File: config.mk
export PLATFORM = sky130hd
export DESIGN_NAME = ddr3_bringup_seq
export DESIGN_NICKNAME = d
export VERILOG_FILES = /design/src/rtl/ddr3_seq_pkg.sv /design/src/rtl/seq_cmd_issuer.sv /design/src/rtl/seq_gate_cal.sv /design/src/rtl/ddr3_bringup_seq.sv
export SDC_FILE = /design/constraint.sdc
export NUM_CORES = 1
export LEC_CHECK = 0
export BUFFER_PORTS_ARGS = -buffer_cell sky130_fd_sc_hd__buf_2
export CAP_MARGIN = 0
export CORE_UTILIZATION = 43
export DETAILED_ROUTE_END_ITERATION = 16
export GPL_TIMING_DRIVEN = 0
export PLACE_DENSITY = 0.79
export SLEW_MARGIN = 40
export SYNTH_ARGS = -nofsm -noshare
export SYNTH_HDL_FRONTEND = slang
export SYNTH_HIERARCHICAL = 1
export SYNTH_SLANG_ARGS = --single-unit
File: constraint.sdc
create_clock -name clk -period 2.7 [get_ports clk]
set_input_delay 0.135 -clock clk [delete_from_list [all_inputs] [get_ports clk]]
set_output_delay 0.135 -clock clk [all_outputs]
set_load 0.01 [all_outputs]
File: src/rtl/ddr3_seq_pkg.sv
// Shared definitions for the DDR3 bring-up sequencer.
// Assumes a controller command port that decodes the 4-bit codes below.
package ddr3_seq_pkg;

    localparam logic [3:0] CMD_DESELECT = 4'd0;
    localparam logic [3:0] CMD_PRECH_ALL = 4'd1;
    localparam logic [3:0] CMD_REFRESH  = 4'd2;
    localparam logic [3:0] CMD_MODE_SET = 4'd3;
    localparam logic [3:0] CMD_ZQ_LONG  = 4'd5;

    typedef enum logic [3:0] {
        ST_WAIT_PWR,
        ST_DESEL,
        ST_GAP,
        ST_PRECH,
        ST_MRS2,
        ST_MRS3,
        ST_MRS1,
        ST_MRS0,
        ST_ZQ,
        ST_SAVE_REFI,
        ST_TRAIN,
        ST_REF_BURST,
        ST_RESTORE_REFI,
        ST_FINISHED,
        ST_FAILED
    } seq_state_e;

    typedef enum logic [1:0] {
        IS_IDLE,
        IS_SETTLE,
        IS_WAIT
    } issue_state_e;

    typedef enum logic [1:0] {
        GC_IDLE,
        GC_RUN,
        GC_PASS,
        GC_TIMEOUT
    } gate_state_e;

endpackage

File: src/rtl/seq_cmd_issuer.sv
// Command issuer: sends one command to the controller port and reports
// completion. It latches the fields on issue, pulses cmd_req for one cycle,
// ignores busy for one cycle (the port registers the request), and then
// waits for busy to clear.
// Assumes: cmd_busy, if it rises at all, rises in the cycle after cmd_req.
module seq_cmd_issuer
    import ddr3_seq_pkg::*;
#(
    parameter int ADDR_W = 13,
    parameter int BANK_W = 3
) (
    input  logic              clk,
    input  logic              rst_n,
    input  logic              go,
    input  logic [3:0]        code_in,
    input  logic [BANK_W-1:0] bank_in,
    input  logic [ADDR_W-1:0] addr_in,
    input  logic              cmd_busy,
    output logic              cmd_req,
    output logic [3:0]        cmd_code,
    output logic [BANK_W-1:0] cmd_bank,
    output logic [ADDR_W-1:0] cmd_addr,
    output logic              ack
);

    issue_state_e st;

    // Completion is reported once busy is seen low after the settle cycle.
    always_comb ack = (st == IS_WAIT) && !cmd_busy;

    // Issue handshake: idle -> request pulse -> settle -> wait for idle port.
    always_ff @(posedge clk) begin
        if (!rst_n) begin
            st       <= IS_IDLE;
            cmd_req  <= 1'b0;
            cmd_code <= '0;
            cmd_bank <= '0;
            cmd_addr <= '0;
        end else begin
            cmd_req <= 1'b0;
            case (st)
                IS_IDLE: begin
                    if (go && !cmd_busy) begin
                        cmd_req  <= 1'b1;
                        cmd_code <= code_in;
                        cmd_bank <= bank_in;
                        cmd_addr <= addr_in;
                        st       <= IS_SETTLE;
                    end
                end
                IS_SETTLE: st <= IS_WAIT;
                IS_WAIT: begin
                    if (!cmd_busy) st <= IS_IDLE;
                end
                default: st <= IS_IDLE;
            endcase
        end
    end

    // request lasts exactly one cycle
    p_req_pulse_r10: assert property (@(posedge clk) disable iff (!rst_n)
        cmd_req |=> !cmd_req);

    // a request is only launched from an idle port
    p_req_port_idle_r10: assert property (@(posedge clk) disable iff (!rst_n)
        cmd_req |-> $past(!cmd_busy));

endmodule

File: src/rtl/seq_gate_cal.sv
// Read-gate calibration control: raises one start strobe for all lanes,
// waits for every lane's done bit, then drops the strobe. A cycle counter
// bounds the wait; on expiry the strobe drops and a timeout is reported.
// Assumes: done bits are levels that stay up while start is high.
module seq_gate_cal
    import ddr3_seq_pkg::*;
#(
    parameter int LANES   = 2,
    parameter int TIMEOUT = 4096
) (
    input  logic             clk,
    input  logic             rst_n,
    input  logic             go,
    input  logic [LANES-1:0] cal_done,
    output logic             cal_start,
    output logic             finished,
    output logic             timed_out
);

    localparam int CNT_W = $clog2(TIMEOUT + 1);

    gate_state_e      st;
    logic [CNT_W-1:0] cnt;
    logic             all_done;

    // All lanes must report done together.
    always_comb all_done = &cal_done;

    // Result flags held until the caller releases go.
    always_comb begin
        finished  = (st == GC_PASS);
        timed_out = (st == GC_TIMEOUT);
    end

    // Strobe and timeout counter control.
    always_ff @(posedge clk) begin
        if (!rst_n) begin
            st        <= GC_IDLE;
            cnt       <= '0;
            cal_start <= 1'b0;
        end else begin
            case (st)
                GC_IDLE: begin
                    if (go) begin
                        cal_start <= 1'b1;
                        cnt       <= '0;
                        st        <= GC_RUN;
                    end
                end
                GC_RUN: begin
                    if (all_done) begin
                        cal_start <= 1'b0;
                        st        <= GC_PASS;
                    end else if (cnt == CNT_W'(TIMEOUT - 1)) begin
                        cal_start <= 1'b0;
                        st        <= GC_TIMEOUT;
                    end else begin
                        cnt <= cnt + 1'b1;
                    end
                end
                GC_PASS, GC_TIMEOUT: begin
                    if (!go) st <= GC_IDLE;
                end
                default: st <= GC_IDLE;
            endcase
        end
    end

    // strobe drops once every lane is done
    p_start_drops_r7: assert property (@(posedge clk) disable iff (!rst_n)
        (cal_start && all_done) |=> !cal_start);

    // the wait counter never passes its limit
    p_cnt_bound_r9: assert property (@(posedge clk) disable iff (!rst_n)
        cnt <= CNT_W'(TIMEOUT - 1));

endmodule

File: src/rtl/ddr3_bringup_seq.sv
// DDR3 bring-up sequencer top. Waits for controller power-up, issues the
// start-up command list to both ranks, pauses refresh, runs read-gate
// calibration, makes up missed refreshes and restores the refresh interval.
// Assumes: DESEL_GAP >= 1, CAL_TIMEOUT >= 1, DLL_RST_BIT < MR_W.
module ddr3_bringup_seq
    import ddr3_seq_pkg::*;
#(
    parameter int MR_W        = 13,
    parameter int BANK_W      = 3,
    parameter int RANKS       = 2,
    parameter int LANES       = 2,
    parameter int REFI_W      = 16,
    parameter int DESEL_GAP   = 8,
    parameter int CAL_TIMEOUT = 4096,
    parameter int REF_BURST   = 3,
    parameter int DLL_RST_BIT = 8
) (
    input  logic              clk,
    input  logic              rst_n,
    input  logic              pwr_up_done,
    input  logic [MR_W-1:0]   mode_reg0,
    input  logic [MR_W-1:0]   mode_reg1,
    input  logic [MR_W-1:0]   mode_reg2,
    input  logic [MR_W-1:0]   mode_reg3,
    input  logic              cmd_busy,
    output logic              cmd_req,
    output logic [3:0]        cmd_code,
    output logic [RANKS-1:0]  cmd_rank,
    output logic [BANK_W-1:0] cmd_bank,
    output logic [MR_W-1:0]   cmd_addr,
    input  logic [REFI_W-1:0] refi_rd,
    output logic              refi_wr_en,
    output logic [REFI_W-1:0] refi_wr_data,
    output logic              cal_start,
    input  logic [LANES-1:0]  cal_done,
    output logic              seq_done,
    output logic              seq_err
);

    localparam int GAP_W = $clog2(DESEL_GAP + 1);
    localparam int REF_W = $clog2(REF_BURST + 1);
    localparam logic [MR_W-1:0] DLL_RST_MASK = MR_W'(1) << DLL_RST_BIT;

    seq_state_e        state;
    logic [GAP_W-1:0]  gap_cnt;
    logic [REF_W-1:0]  ref_cnt;
    logic [REFI_W-1:0] saved_refi;

    logic              issue_go;
    logic [3:0]        issue_code;
    logic [BANK_W-1:0] issue_bank;
    logic [MR_W-1:0]   issue_addr;
    logic              issue_ack;

    logic              gate_go;
    logic              gate_pass;
    logic              gate_tmo;

    // Every command addresses all ranks at once.
    always_comb cmd_rank = '1;

    // Command selection for the current step.
    always_comb begin
        issue_go   = 1'b1;
        issue_code = CMD_DESELECT;
        issue_bank = '0;
        issue_addr = '0;
        case (state)
            ST_DESEL:     issue_code = CMD_DESELECT;
            ST_PRECH:     issue_code = CMD_PRECH_ALL;
            ST_MRS2: begin
                issue_code = CMD_MODE_SET;
                issue_bank = BANK_W'(2);
                issue_addr = mode_reg2;
            end
            ST_MRS3: begin
                issue_code = CMD_MODE_SET;
                issue_bank = BANK_W'(3);
                issue_addr = mode_reg3;
            end
            ST_MRS1: begin
                issue_code = CMD_MODE_SET;
                issue_bank = BANK_W'(1);
                issue_addr = mode_reg1;
            end
            ST_MRS0: begin
                issue_code = CMD_MODE_SET;
                issue_bank = '0;
                issue_addr = mode_reg0 | DLL_RST_MASK;
            end
            ST_ZQ:        issue_code = CMD_ZQ_LONG;
            ST_REF_BURST: issue_code = CMD_REFRESH;
            default:      issue_go   = 1'b0;
        endcase
    end

    // Refresh-interval writes: zero before training, saved value after.
    always_comb begin
        refi_wr_en   = (state == ST_SAVE_REFI) || (state == ST_RESTORE_REFI);
        refi_wr_data = (state == ST_RESTORE_REFI) ? saved_refi : '0;
    end

    // Calibration runs only in the training step.
    always_comb gate_go = (state == ST_TRAIN);

    // Terminal flags.
    always_comb begin
        seq_done = (state == ST_FINISHED);
        seq_err  = (state == ST_FAILED);
    end

    // Main step sequencer.
    always_ff @(posedge clk) begin
        if (!rst_n) begin
            state      <= ST_WAIT_PWR;
            gap_cnt    <= '0;
            ref_cnt    <= '0;
            saved_refi <= '0;
        end else begin
            case (state)
                ST_WAIT_PWR: if (pwr_up_done) state <= ST_DESEL;
                ST_DESEL: begin
                    if (issue_ack) begin
                        gap_cnt <= '0;
                        state   <= ST_GAP;
                    end
                end
                ST_GAP: begin
                    if (gap_cnt == GAP_W'(DESEL_GAP - 1)) state <= ST_PRECH;
                    else gap_cnt <= gap_cnt + 1'b1;
                end
                ST_PRECH: if (issue_ack) state <= ST_MRS2;
                ST_MRS2:  if (issue_ack) state <= ST_MRS3;
                ST_MRS3:  if (issue_ack) state <= ST_MRS1;
                ST_MRS1:  if (issue_ack) state <= ST_MRS0;
                ST_MRS0:  if (issue_ack) state <= ST_ZQ;
                ST_ZQ:    if (issue_ack) state <= ST_SAVE_REFI;
                ST_SAVE_REFI: begin
                    saved_refi <= refi_rd;
                    state      <= ST_TRAIN;
                end
                ST_TRAIN: begin
                    if (gate_pass) begin
                        ref_cnt <= '0;
                        state   <= ST_REF_BURST;
                    end else if (gate_tmo) begin
                        state <= ST_FAILED;
                    end
                end
                ST_REF_BURST: begin
                    if (issue_ack) begin
                        if (ref_cnt == REF_W'(REF_BURST - 1)) state <= ST_RESTORE_REFI;
                        else ref_cnt <= ref_cnt + 1'b1;
                    end
                end
                ST_RESTORE_REFI: state <= ST_FINISHED;
                ST_FINISHED:     state <= ST_FINISHED;
                ST_FAILED:       state <= ST_FAILED;
                default:         state <= ST_WAIT_PWR;
            endcase
        end
    end

    seq_cmd_issuer #(
        .ADDR_W (MR_W),
        .BANK_W (BANK_W)
    ) u_issuer (
        .clk      (clk),
        .rst_n    (rst_n),
        .go       (issue_go),
        .code_in  (issue_code),
        .bank_in  (issue_bank),
        .addr_in  (issue_addr),
        .cmd_busy (cmd_busy),
        .cmd_req  (cmd_req),
        .cmd_code (cmd_code),
        .cmd_bank (cmd_bank),
        .cmd_addr (cmd_addr),
        .ack      (issue_ack)
    );

    seq_gate_cal #(
        .LANES   (LANES),
        .TIMEOUT (CAL_TIMEOUT)
    ) u_gate (
        .clk       (clk),
        .rst_n     (rst_n),
        .go        (gate_go),
        .cal_done  (cal_done),
        .cal_start (cal_start),
        .finished  (gate_pass),
        .timed_out (gate_tmo)
    );

    // silent until power-up completes
    p_silent_before_pwr_r1: assert property (@(posedge clk) disable iff (!rst_n)
        (state == ST_WAIT_PWR) |-> (!cmd_req && !refi_wr_en && !cal_start));

    // no refresh-interval write while calibration strobe is high
    p_no_write_in_cal_r6: assert property (@(posedge clk) disable iff (!rst_n)
        refi_wr_en |-> !cal_start);

    // completion is sticky
    p_done_sticky_r8: assert property (@(posedge clk) disable iff (!rst_n)
        seq_done |=> seq_done);

    // error is sticky and silences the outputs
    p_err_sticky_r9: assert property (@(posedge clk) disable iff (!rst_n)
        seq_err |=> (seq_err && !seq_done && !cmd_req && !refi_wr_en && !cal_start));

endmodule

Word level (Yosys, flattened, before mapping)
Index checks and enable logic that the tools add are counted.
{"block": "totals", "rom_bits": 0, "output_inout_bits": 43, "regBits": 65, "mem_count": 0, "ram_bits": 0, "word_cells": 126, "inputBits": 74, "latch_bits": 0}
{"block": "classes", "n_eq_ne": 44, "n_reduce_logical": 24, "muxes": 43, "magnitude_cmp": 0, "n_bitwise": 0, "n_mul": 0, "n_addsub": 3, "div_mod_pow": 0, "n_shift": 0}
{"operator": "4-bit two-way mux", "count": 15}
{"operator": "4-bit one-hot mux with 14 select lines", "count": 1}
{"operator": "13-bit one-hot mux with 4 select lines", "count": 1}
{"operator": "13-bit two-way mux", "count": 3}
{"operator": "2-bit inequality test (second input constant)", "count": 18}
{"operator": "4-bit == test (second input constant)", "count": 7}
{"operator": "13-bit one-hot mux with 2 select lines", "count": 1}
{"operator": "4-bit by 3-bit == test with 1-bit output (second input constant)", "count": 5}
{"operator": "2-bit two-way mux", "count": 9}
{"operator": "2-bit one-hot mux with 3 select lines", "count": 3}
{"operator": "16-bit two-way mux", "count": 1}
{"operator": "13-bit by 1-bit adder with 13-bit output (second input constant)", "count": 1}
{"operator": "13-bit by 12-bit == test with 1-bit output (second input constant)", "count": 1}
{"operator": "3-bit one-hot mux with 4 select lines", "count": 1}
{"operator": "12-bit AND reduction", "count": 1}
{"operator": "3-bit AND reduction", "count": 3}
{"operator": "2-bit == test (second input constant)", "count": 4}
{"operator": "4-bit by 2-bit == test with 1-bit output (second input constant)", "count": 2}
{"operator": "4-bit one-hot mux with 2 select lines", "count": 1}
{"operator": "2-bit AND reduction", "count": 4}
{"operator": "4-bit AND reduction", "count": 2}
{"operator": "8-bit OR reduction", "count": 1}
{"operator": "2-bit nonzero test", "count": 3}
{"operator": "1-bit two-way mux", "count": 5}
{"operator": "16 further kinds", "count": 21}

Depth between registers and ports, before layout
Gate-level depths: netlist of the first run.
{"block": "logic_depth", "depth_word": 6, "mapped_depth": 9, "depth_no_buf": 7}

Cells and area by module
Netlist of the first run, hierarchy kept.
{"module": "ddr3_bringup_seq", "seq_area_each_um2": 520.5, "n_inst": 1, "cells_each": 239, "area_per_inst_um2": 1806.7}
{"module": "seq_cmd_issuer", "seq_area_each_um2": 460.4, "n_inst": 1, "cells_each": 97, "area_per_inst_um2": 918.4}
{"module": "seq_gate_cal", "seq_area_each_um2": 320.3, "n_inst": 1, "cells_each": 110, "area_per_inst_um2": 915.9}

Least setup slack after synthesis of the first run
OpenSTA, ideal clock, no wires.
{"block": "synth_path", "path_kind": "register to register", "from": "register u_gate.cnt[0]", "to": "register u_gate.cnt[10]", "t_arrival_ps": 1847, "period_less_slack_ps": 1935, "setup_time_ps": 88, "n_path_buf": 1, "path_stages_with_launch": 7, "path_slack_ps": 765, "t_required_ps": 2612, "path_cell_list": "dfxtp_1 > ha_1 > nand3_2 > or4_4 > buf_6 > o21a_2 > a311oi_2"}
{"block": "synth_via", "elab_chain_len": 4, "word_cells_on_any_way": 7, "classes_between": "add/sub (1); eq/ne (2); mux (3); reduce/logical (1)"}
{"element": "from (decl)", "line_no": "seq_gate_cal.sv:23", "rtl": "logic [CNT_W-1:0] cnt;"}
{"element": "from (signal assigned)", "line_no": "seq_gate_cal.sv:58", "rtl": "cnt <= cnt + 1'b1;"}
{"element": "13-bit by 1-bit adder with 13-bit output", "line_no": "seq_gate_cal.sv:58"}
{"element": "13-bit two-way mux", "line_no": "seq_gate_cal.sv:54", "rtl": "end else if (cnt == CNT_W'(TIMEOUT - 1)) begin"}
{"element": "13-bit two-way mux", "line_no": "seq_gate_cal.sv:51", "rtl": "if (all_done) begin"}
{"element": "13-bit one-hot mux with 2 select lines", "line_no": "seq_gate_cal.sv:42", "rtl": "case (st)"}
Several ways; a longest one is shown, not always the timed one. The select of a mux whose other input is x is not followed.
A chain may end at the register's enable or synchronous reset.

Final worst setup path of the first run
{"block": "layout_path", "from": "register state[1]", "to": "register u_gate.cnt[10]"}
{"block": "layout_via", "elab_chain_len": 3}
{"element": "from (decl)", "line_no": "ddr3_bringup_seq.sv:44", "rtl": "seq_state_e state;"}
{"element": "from (signal assigned)", "line_no": "ddr3_bringup_seq.sv:115", "rtl": "state <= ST_WAIT_PWR;"}
{"element": "from (signal assigned)", "line_no": "ddr3_bringup_seq.sv:121", "rtl": "ST_WAIT_PWR: if (pwr_up_done) state <= ST_DESEL;"}
{"element": "from (signal assigned)", "line_no": "ddr3_bringup_seq.sv:125", "rtl": "state <= ST_GAP;"}
{"element": "4-bit == test", "line_no": "ddr3_bringup_seq.sv:104", "rtl": "always_comb gate_go = (state == ST_TRAIN);"}
{"element": "named net gate_go", "line_no": "ddr3_bringup_seq.sv:55", "rtl": "logic gate_go;"}
{"element": "2-bit by 1-bit inequality test with 1-bit output (no line)"}
{"element": "4-bit AND reduction (no line)"}
The timed path passes the listed nets, and every way through them passes these cells.

==> results.md, run 1 <==
* Outcome: finished, final reports clean
* Vias per cell at 5.42
* I/O Buffers at approximately 110
* Final number of setup-violating endpoints at 0
* Post-synth EDFFs at 0
* TritonCTS Buffers at 9
* Reg clk slew, reported paths at around 70 ps
* Final instance area at 4510 µm²
* Static leakage at 1.88 nW
* Mapped Area at 3640 µm²
* Layout cells sized above 1 at between 20% and 30%
* Overflow left after global routing at 0
* Sequential share of power at between 40% and 50%
* Die Y at approximately 94 µm
* Number of remaining DRC errors at 0
* Vias in the first global route at between 3,000 and 4,000
* Synth Flop Type: dfxtp_1
* Worst EP required at about 2900 ps
* Worst IR Drop VDD at roughly 0.00024 V
* Clock buffer depth at 2
* Synth-to-Final Area Change at 23.8%
* Arrival time of the worst setup path at 2540 ps
* Async S/R FF share, synth at 0%
* Pwr/cell area at about 510 nW/µm²
* Worst setup EP type: register
* Synth cell types at 66
* Clock latency on the worst-skew pair at 340 ps
* Core Util, Final at a little over half
* CTS tree: done
* First-pass GRT wire length at between 10,000 and 15,000 µm
* Synthesized flop and latch total at between 60 and 70
* Finished Layout Cells at between 600 and 700
* Clock power share at between 30% and 40%
* Core Area at 8220 µm²
* Ant diodes at 0
* Final hold violations at 0
* CP max FO at 10
* Clk_skew at 8.48 ps
* Worst R2R Start: state[1]
* Cell Int Power at between 0.0015 and 0.002 W
* Max_cap viols at 0
* Area of the multi-input gates at roughly 2200 µm²
* Tot GR Track Use at 20.6%
* Min Hold Slack at around 40 ps
* Placed cells at 666
* Kind of critical path: reg2reg
* Hold crit path type: in2reg
* Starting Density at ~44%
* Initial antenna violation count at 0
* Cell row count at 33
* Pins over their slew limit at 0
* Post-layout min period at ~2300 ps
* Setup crit start: state[1]
* Critical Path Start Type: register
* H-tree levels at 3
* # hold bufs at CTS at 0
* Die ar. at a little under 9000 µm²
* Combinational share of power at 24.9%
* Synth warn at 6
* Final nets at 649
* Starting DRT DRC Count at 175
* NetSw at around 0.00069 W
* ANT nets after route at 0
* Final period util at between 80% and 90%
* Sequential cell area at 1300 µm²
* # fillers at 783
* Clk sinks at 65
* GP Congestion at about 0.85
* Sw frac at around 30%
* Post-cts sizing count at 0
* Setup TNS at 0 ps
* Max_slew headroom at 51.1%
* Sequential area share after synthesis at between 30% and 40%
* Routed WL at approximately 9100 µm
* Via count at 3,693
* RSZ-0062 raised after global routing: no
* First-pass detailed-route iteration total at 5
* Dpl hpwl at 6900 µm
* Max Fclk at between 400 and 500 MHz
* Drt wl/cell at 13.4 µm
* Post-CTS setup buffers at 0
* Post-DP Area at ~4300 µm²
* Largest net degree at the start of global routing at 12
* Clock Tree Root: clkbuf_8
* Die W at approximately 94 µm
* Average size of a mapped cell at between 8 and 9 µm²
* Hold path start: refi_rd[6]
* Worst slew pin tran at between 700 and 800 ps
* I/O pin total at 117
* Mapped Cells at approximately 450
## logic make-up (layout without fill, tap and decap cells)
family | after synthesis | in the layout | synth area share [%]
buf+inv | 37 | 165 | 5.33
mux | 26 | 26 | 7.18
fa+ha+maj | 3 | 3 | 1.03
simple gates | 217 | 217 | 31.1
compound gates | 96 | 96 | 19.4
flops | 65 | 65 | 35.7
other cells | 2 | 4 | 0.206
## layer usage
metal / wire length [µm] / GRT usage [%] / up-vias
li1: - / - / 1816
met2: 4250 / 32.2 / 122
met1: 4160 / 27.9 / 1734
met4: 209 / 8.46 / 0
met5: 0 / 0 / -
met3: 525 / 3.32 / 21
## power groups by stage
stage	Combinational, W	Sequential (W)	Clock, W
floorplan	0.000416	0.00104	0
CTS	0.000566	0.00102	0.000721
global placement	0.000555	0.00104	0
finish	0.000571	0.00102	0.000704
global route	0.000619	0.00102	0.000776
detailed placement	0.000563	0.00104	0
## synthesized netlist by cell type, types with 2 or more instances
cell type	instances	area share (%)
nand3_1	7	0.96
nor2_1	21	2.2
o211ai_1	5	1.0
mux2i_1	25	6.9
a21boi_1	5	1.0
nor3b_1	2	0.41
nor4b_1	2	0.48
nand4_1	7	1.2
clkbuf_1	14	1.4
ha_1	3	1.0
nor2b_1	11	1.9
a21oi_1	13	1.8
a22oi_1	24	4.9
and2_1	23	4.0
buf_6	4	1.2
a32o_1	2	0.55
buf_4	4	0.82
a21boi_0	15	3.1
a31oi_1	2	0.34
nand2_1	101	10
conb_1	2	0.21
inv_1	6	0.62
o22ai_1	2	0.34
or4_1	2	0.41
nand3b_1	6	1.2
nand2b_1	8	1.4
a211oi_1	4	0.82
o21ai_0	8	1.1
dfxtp_1	65	36
nor4_1	4	0.69
buf_2	8	1.1
or3_1	2	0.34
o211a_1	3	0.82
nor3_1	4	0.55
## cell usage in the layout, fill, tap and decap left out, drive strengths merged, types with 5 or more instances in the layout
master,Yosys,final
a211oi,5,5
a21boi,20,20
a21oi,13,13
a22oi,24,24
and2,23,23
buf,16,129
clkbuf,14,26
dfxtp,65,65
inv,6,6
mux2i,25,25
nand2,102,102
nand2b,8,8
nand3,8,8
nand3b,6,6
nand4,7,7
nor2,22,22
nor2b,12,12
nor3,5,5
nor4,5,5
o211ai,5,5
o21ai,8,8
## cell type report
| type | instances | area share (%) |
|---|---|---|
| Buffer | 30 | 3.72 |
| Timing Repair Buffer | 113 | 12.5 |
| Sequential cell | 65 | 28.9 |
| Multi-Input combinational cell | 346 | 47.8 |
| Clock buffer | 12 | 3.22 |
| Tap cell | 105 | 2.91 |
| Inverter | 7 | 0.583 |
| Clock inverter | 3 | 0.389 |
## through the flow
stage                     total power, W  setup slack [ps]
after CTS                        0.00230               364
final                            0.00229               376
after global routing             0.00242               162
after global placement           0.00159               458
after detailed placement         0.00160               460
after floorplan                  0.00145               765
## flip-flops by register name, indices dropped and copies added (netlist names), 3 cells and up
register	cells
state	4
u_issuer/cmd_addr	13
saved_refi	16
gap_cnt	4
u_gate/cnt	13
u_issuer/cmd_bank	3
u_issuer/cmd_code	4
## final timing paths
path                         end  slack [ps]  depth (start not counted)
hold / removal     saved_refi[6]          40                          3
setup / recovery  u_gate/cnt[10]         380                          7
hold reg to reg   u_gate/cnt[12]         440                          2
setup reg to reg  u_gate/cnt[10]         380                          7
## worst max-delay path, stage by stage, from the launching register on
cell	delay, ps
dfxtp_1	350
buf_4	180
or2b_4	310
nor2_1	160
nor2_1	60
a211oi_1	620
o21a_2	380
a311oi_2	120
No activity file was read; power rests on OpenSTA's default activity.
==> run 2: changes to the inputs <==
==> constraint.sdc (replaced) <==
create_clock -name clk -period 2.48 [get_ports clk]
set_input_delay 0.124 -clock clk [delete_from_list [all_inputs] [get_ports clk]]
set_output_delay 0.124 -clock clk [all_outputs]
set_load 0.01 [all_outputs]
==> run 2 against run 1 <==
Compared with the run above:
- critical endpoint unchanged
- power increased by 9.1%
- die area did not move
- hold slack worse by 11 ps
- wire length rose by 0.38%
- combinational power rose by 9.8%
- clock skew hardly changed
- fmax fell by 0.53%
- utilization grew 0.076 points
==> results.md, run 2 (synthesis gave the netlist of run 1 again) <==
* Outcome: finished, final reports clean (unchanged)
* Die Y at 94.0 µm (unchanged)
* First-pass detailed-route iteration total at 5 (unchanged)
* Area of the multi-input gates at 2160 µm² (was 2150 µm²)
* R2r worst-path depth at 7 (unchanged)
* Arrival time of the worst setup path at 2550 ps (was 2540 ps)
* Cell Int Power at 0.00175 W (was 0.00161 W)
* H-tree levels at 3 (unchanged)
* Drt wl/cell at 13.5 µm (was 13.4 µm)
* Crit path max-delay family: compound AO/OA/AOI/OAI gates (unchanged)
* Clock power share at 30.6% (was 30.7%)
* Worst path max stage delay at 620 ps (about the same)
* Die W at 94.0 µm (unchanged)
* Static leakage at 1.87 nW (was 1.88 nW)
* First-pass GRT wire length at 14,500 µm (unchanged)
* Clk_skew at 8.89 ps (was 8.48 ps)
* Post-layout min period at 2340 ps (was 2320 ps)
* Largest net degree at the start of global routing at 12 (unchanged)
* Starting DRT DRC Count at 162 (was 175)
* Clock latency on the worst-skew pair at 340 ps (about the same)
* Final nets at 649 (unchanged)
* Final period util at 94.2% (was 86.1%)
* Final Power at 0.00250 W (was 0.00229 W)
* Worst path bufs/invs at 1 (unchanged)
* TritonCTS Buffers at 9 (unchanged)
* Vias per cell at 5.42 (about the same)
* Overflow left after global routing at 0 (unchanged)
* Dpl hpwl at 6900 µm (unchanged)
* Synth-to-Final Area Change at 24.0% (was 23.8%)
* CP most frequent cell: nor2_1 (unchanged)
* Starting Density at 44.3% (unchanged)
* GP Congestion at 0.848 (unchanged)
* NetSw at 0.000751 W (was 0.000685 W)
* Max_slew headroom at 49.3% (was 51.1%)
* Pins over their slew limit at 0 (unchanged)
* CTS tree: done (unchanged)
* Final hold violations at 0 (unchanged)
* I/O Buffers at 113 (unchanged)
* Max FFs per register at 16 (unchanged)
* Commonest non-fill, non-tap cell in the layout: buf_2 (unchanged)
* Worst IR Drop VDD at 0.000265 V (was 0.000243 V)
* Worst slew pin tran at 760 ps (was 731 ps)
* Post-CTS setup buffers at 0 (unchanged)
* Worst EP required at 2690 ps (was 2910 ps)
* Core Util, Final at 54.9% (about the same)
* Placed cells at 666 (unchanged)
* Die ar. at 8840 µm² (unchanged)
* Biggest register: saved_refi (unchanged)
* Clock buffer depth at 2 (unchanged)
* Layout cells sized above 1 at 28.1% (unchanged)
* Sw frac at 30.0% (was 29.9%)
* Post-DP Area at 4350 µm² (unchanged)
* Clk sinks at 65 (unchanged)
* CP Capture Point: u_gate/cnt[10] (unchanged)
* Clock Tree Root: clkbuf_8 (unchanged)
* I/O pin total at 117 (unchanged)
* Via count at 3,692 (was 3,693)
* # fillers at 781 (was 783)
* Cell row count at 33 (unchanged)
* ANT nets after route at 0 (unchanged)
* Ant diodes at 0 (unchanged)
* Core Area at 8220 µm² (unchanged)
* Critical Path Start Type: register (unchanged)
* RSZ-0062 raised after global routing: no (unchanged)
* Initial antenna violation count at 0 (unchanged)
* Max Fclk at 428 MHz (was 430 MHz)
* CP Cell Sequence: buf_4 > or2b_4 > nor2_1 > nor2_1 > a211oi_1 > o21a_2 > a311oi_2 (unchanged)
* Tot GR Track Use at 20.6% (unchanged)
* Combinational share of power at 25.1% (was 24.9%)
* Worst R2R Start: state[1] (unchanged)
* Pwr/cell area at 554 nW/µm² (was 509 nW/µm²)
* R2R Setup Slk at 140 ps (was 380 ps)
* Finished Layout Cells at 681 (unchanged)
* Worst setup EP type: register (unchanged)
* Final instance area at 4510 µm² (about the same)
* Regs by FF count: saved_refi: 16 flops, u_gate/cnt: 13 flops, u_issuer/cmd_addr: 13 flops (unchanged)
* Kind of critical path: reg2reg (unchanged)
* Worst reg2reg path endpoint: u_gate/cnt[10] (unchanged)
* Max_cap viols at 0 (unchanged)
* Vias in the first global route at 3,177 (unchanged)
* Final number of setup-violating endpoints at 0 (unchanged)
* Routed WL at 9180 µm (was 9150 µm)
* Sequential share of power at 44.3% (was 44.4%)
* CP max FO at 10 (unchanged)
* Sequential cell area at 1300 µm² (unchanged)
* Number of remaining DRC errors at 0 (unchanged)
* Setup TNS at 0 ps (unchanged)
* Reg clk slew, reported paths at 70 ps (about the same)
* Setup crit start: state[1] (unchanged)
* Slowest cell on crit path: a211oi_1 (unchanged)
* Cell depth of the worst setup path at 7 (unchanged)
* Most frequent cells in the layout: buf_2, nand2_1, dfxtp_1 (unchanged)
* Hold crit path type: in2reg (unchanged)
## run 2: worst min-delay path by stage
stage	startpoint	cells after the start	slack (ps)	end
after floorplan	refi_rd[13]	2	260	saved_refi[13]
after global placement	refi_rd[13]	3	370	saved_refi[13]
after detailed placement	refi_rd[6]	3	380	saved_refi[6]
after CTS	refi_rd[6]	3	20	saved_refi[6]
after global routing	refi_rd[6]	3	30	saved_refi[6]
final	refi_rd[6]	3	30	saved_refi[6]
## run 2: final cells by class
| type | instances | share of cell area, % |
|---|---|---|
| multi-input cells | 346 | 47.8 |
| flip-flops and latches | 65 | 28.8 |
| clock buffers | 12 | 3.22 |
| well taps | 105 | 2.91 |
| plain buffers | 30 | 3.71 |
| inverters | 7 | 0.582 |
| repair buffers | 113 | 12.5 |
| clock inverters | 3 | 0.388 |
## run 2: repair_timing
item	in CTS	in global routing
gates resized for setup	0	1
setup endpoints to repair	0	10
hold buffers	0	0
## run 2: worst register-to-register path, cell delays in order, from the launching register on
cell and delay (ps):
dfxtp_1 350, buf_4 190, or2b_4 320, nor2_1 170, nor2_1 60, a211oi_1 620
o21a_2 380, a311oi_2 120
## run 2: routing by layer
| layer | global-route usage, % | wire (µm) | vias to the layer above |
|---|---|---|---|
| met5 | 0 | 0 | - |
| met4 | 8.46 | 189 | 0 |
| met3 | 3.32 | 464 | 22 |
| met2 | 32.2 | 4280 | 124 |
| met1 | 27.9 | 4250 | 1728 |
| li1 | - | - | 1818 |
## run 2: power by group through the flow
stage	clock, W	sequential (W)	combinational (W)
floorplan	0	0.00113	0.000452
global placement	0	0.00113	0.000604
CTS	0.000785	0.00111	0.000617
global route	0.000845	0.00111	0.000679
finish	0.000766	0.00111	0.000627
detailed placement	0	0.00113	0.000613
## run 2: stage by stage
| step | setup slack [ps] | hold slack [ps] |
|---|---|---|
| finish | 144 | 29.1 |
| global route | 47.5 | 25.8 |
| CTS | 155 | 17.2 |
| detailed placement | 240 | 381 |
| global placement | 238 | 368 |
| floorplan | 545 | 259 |
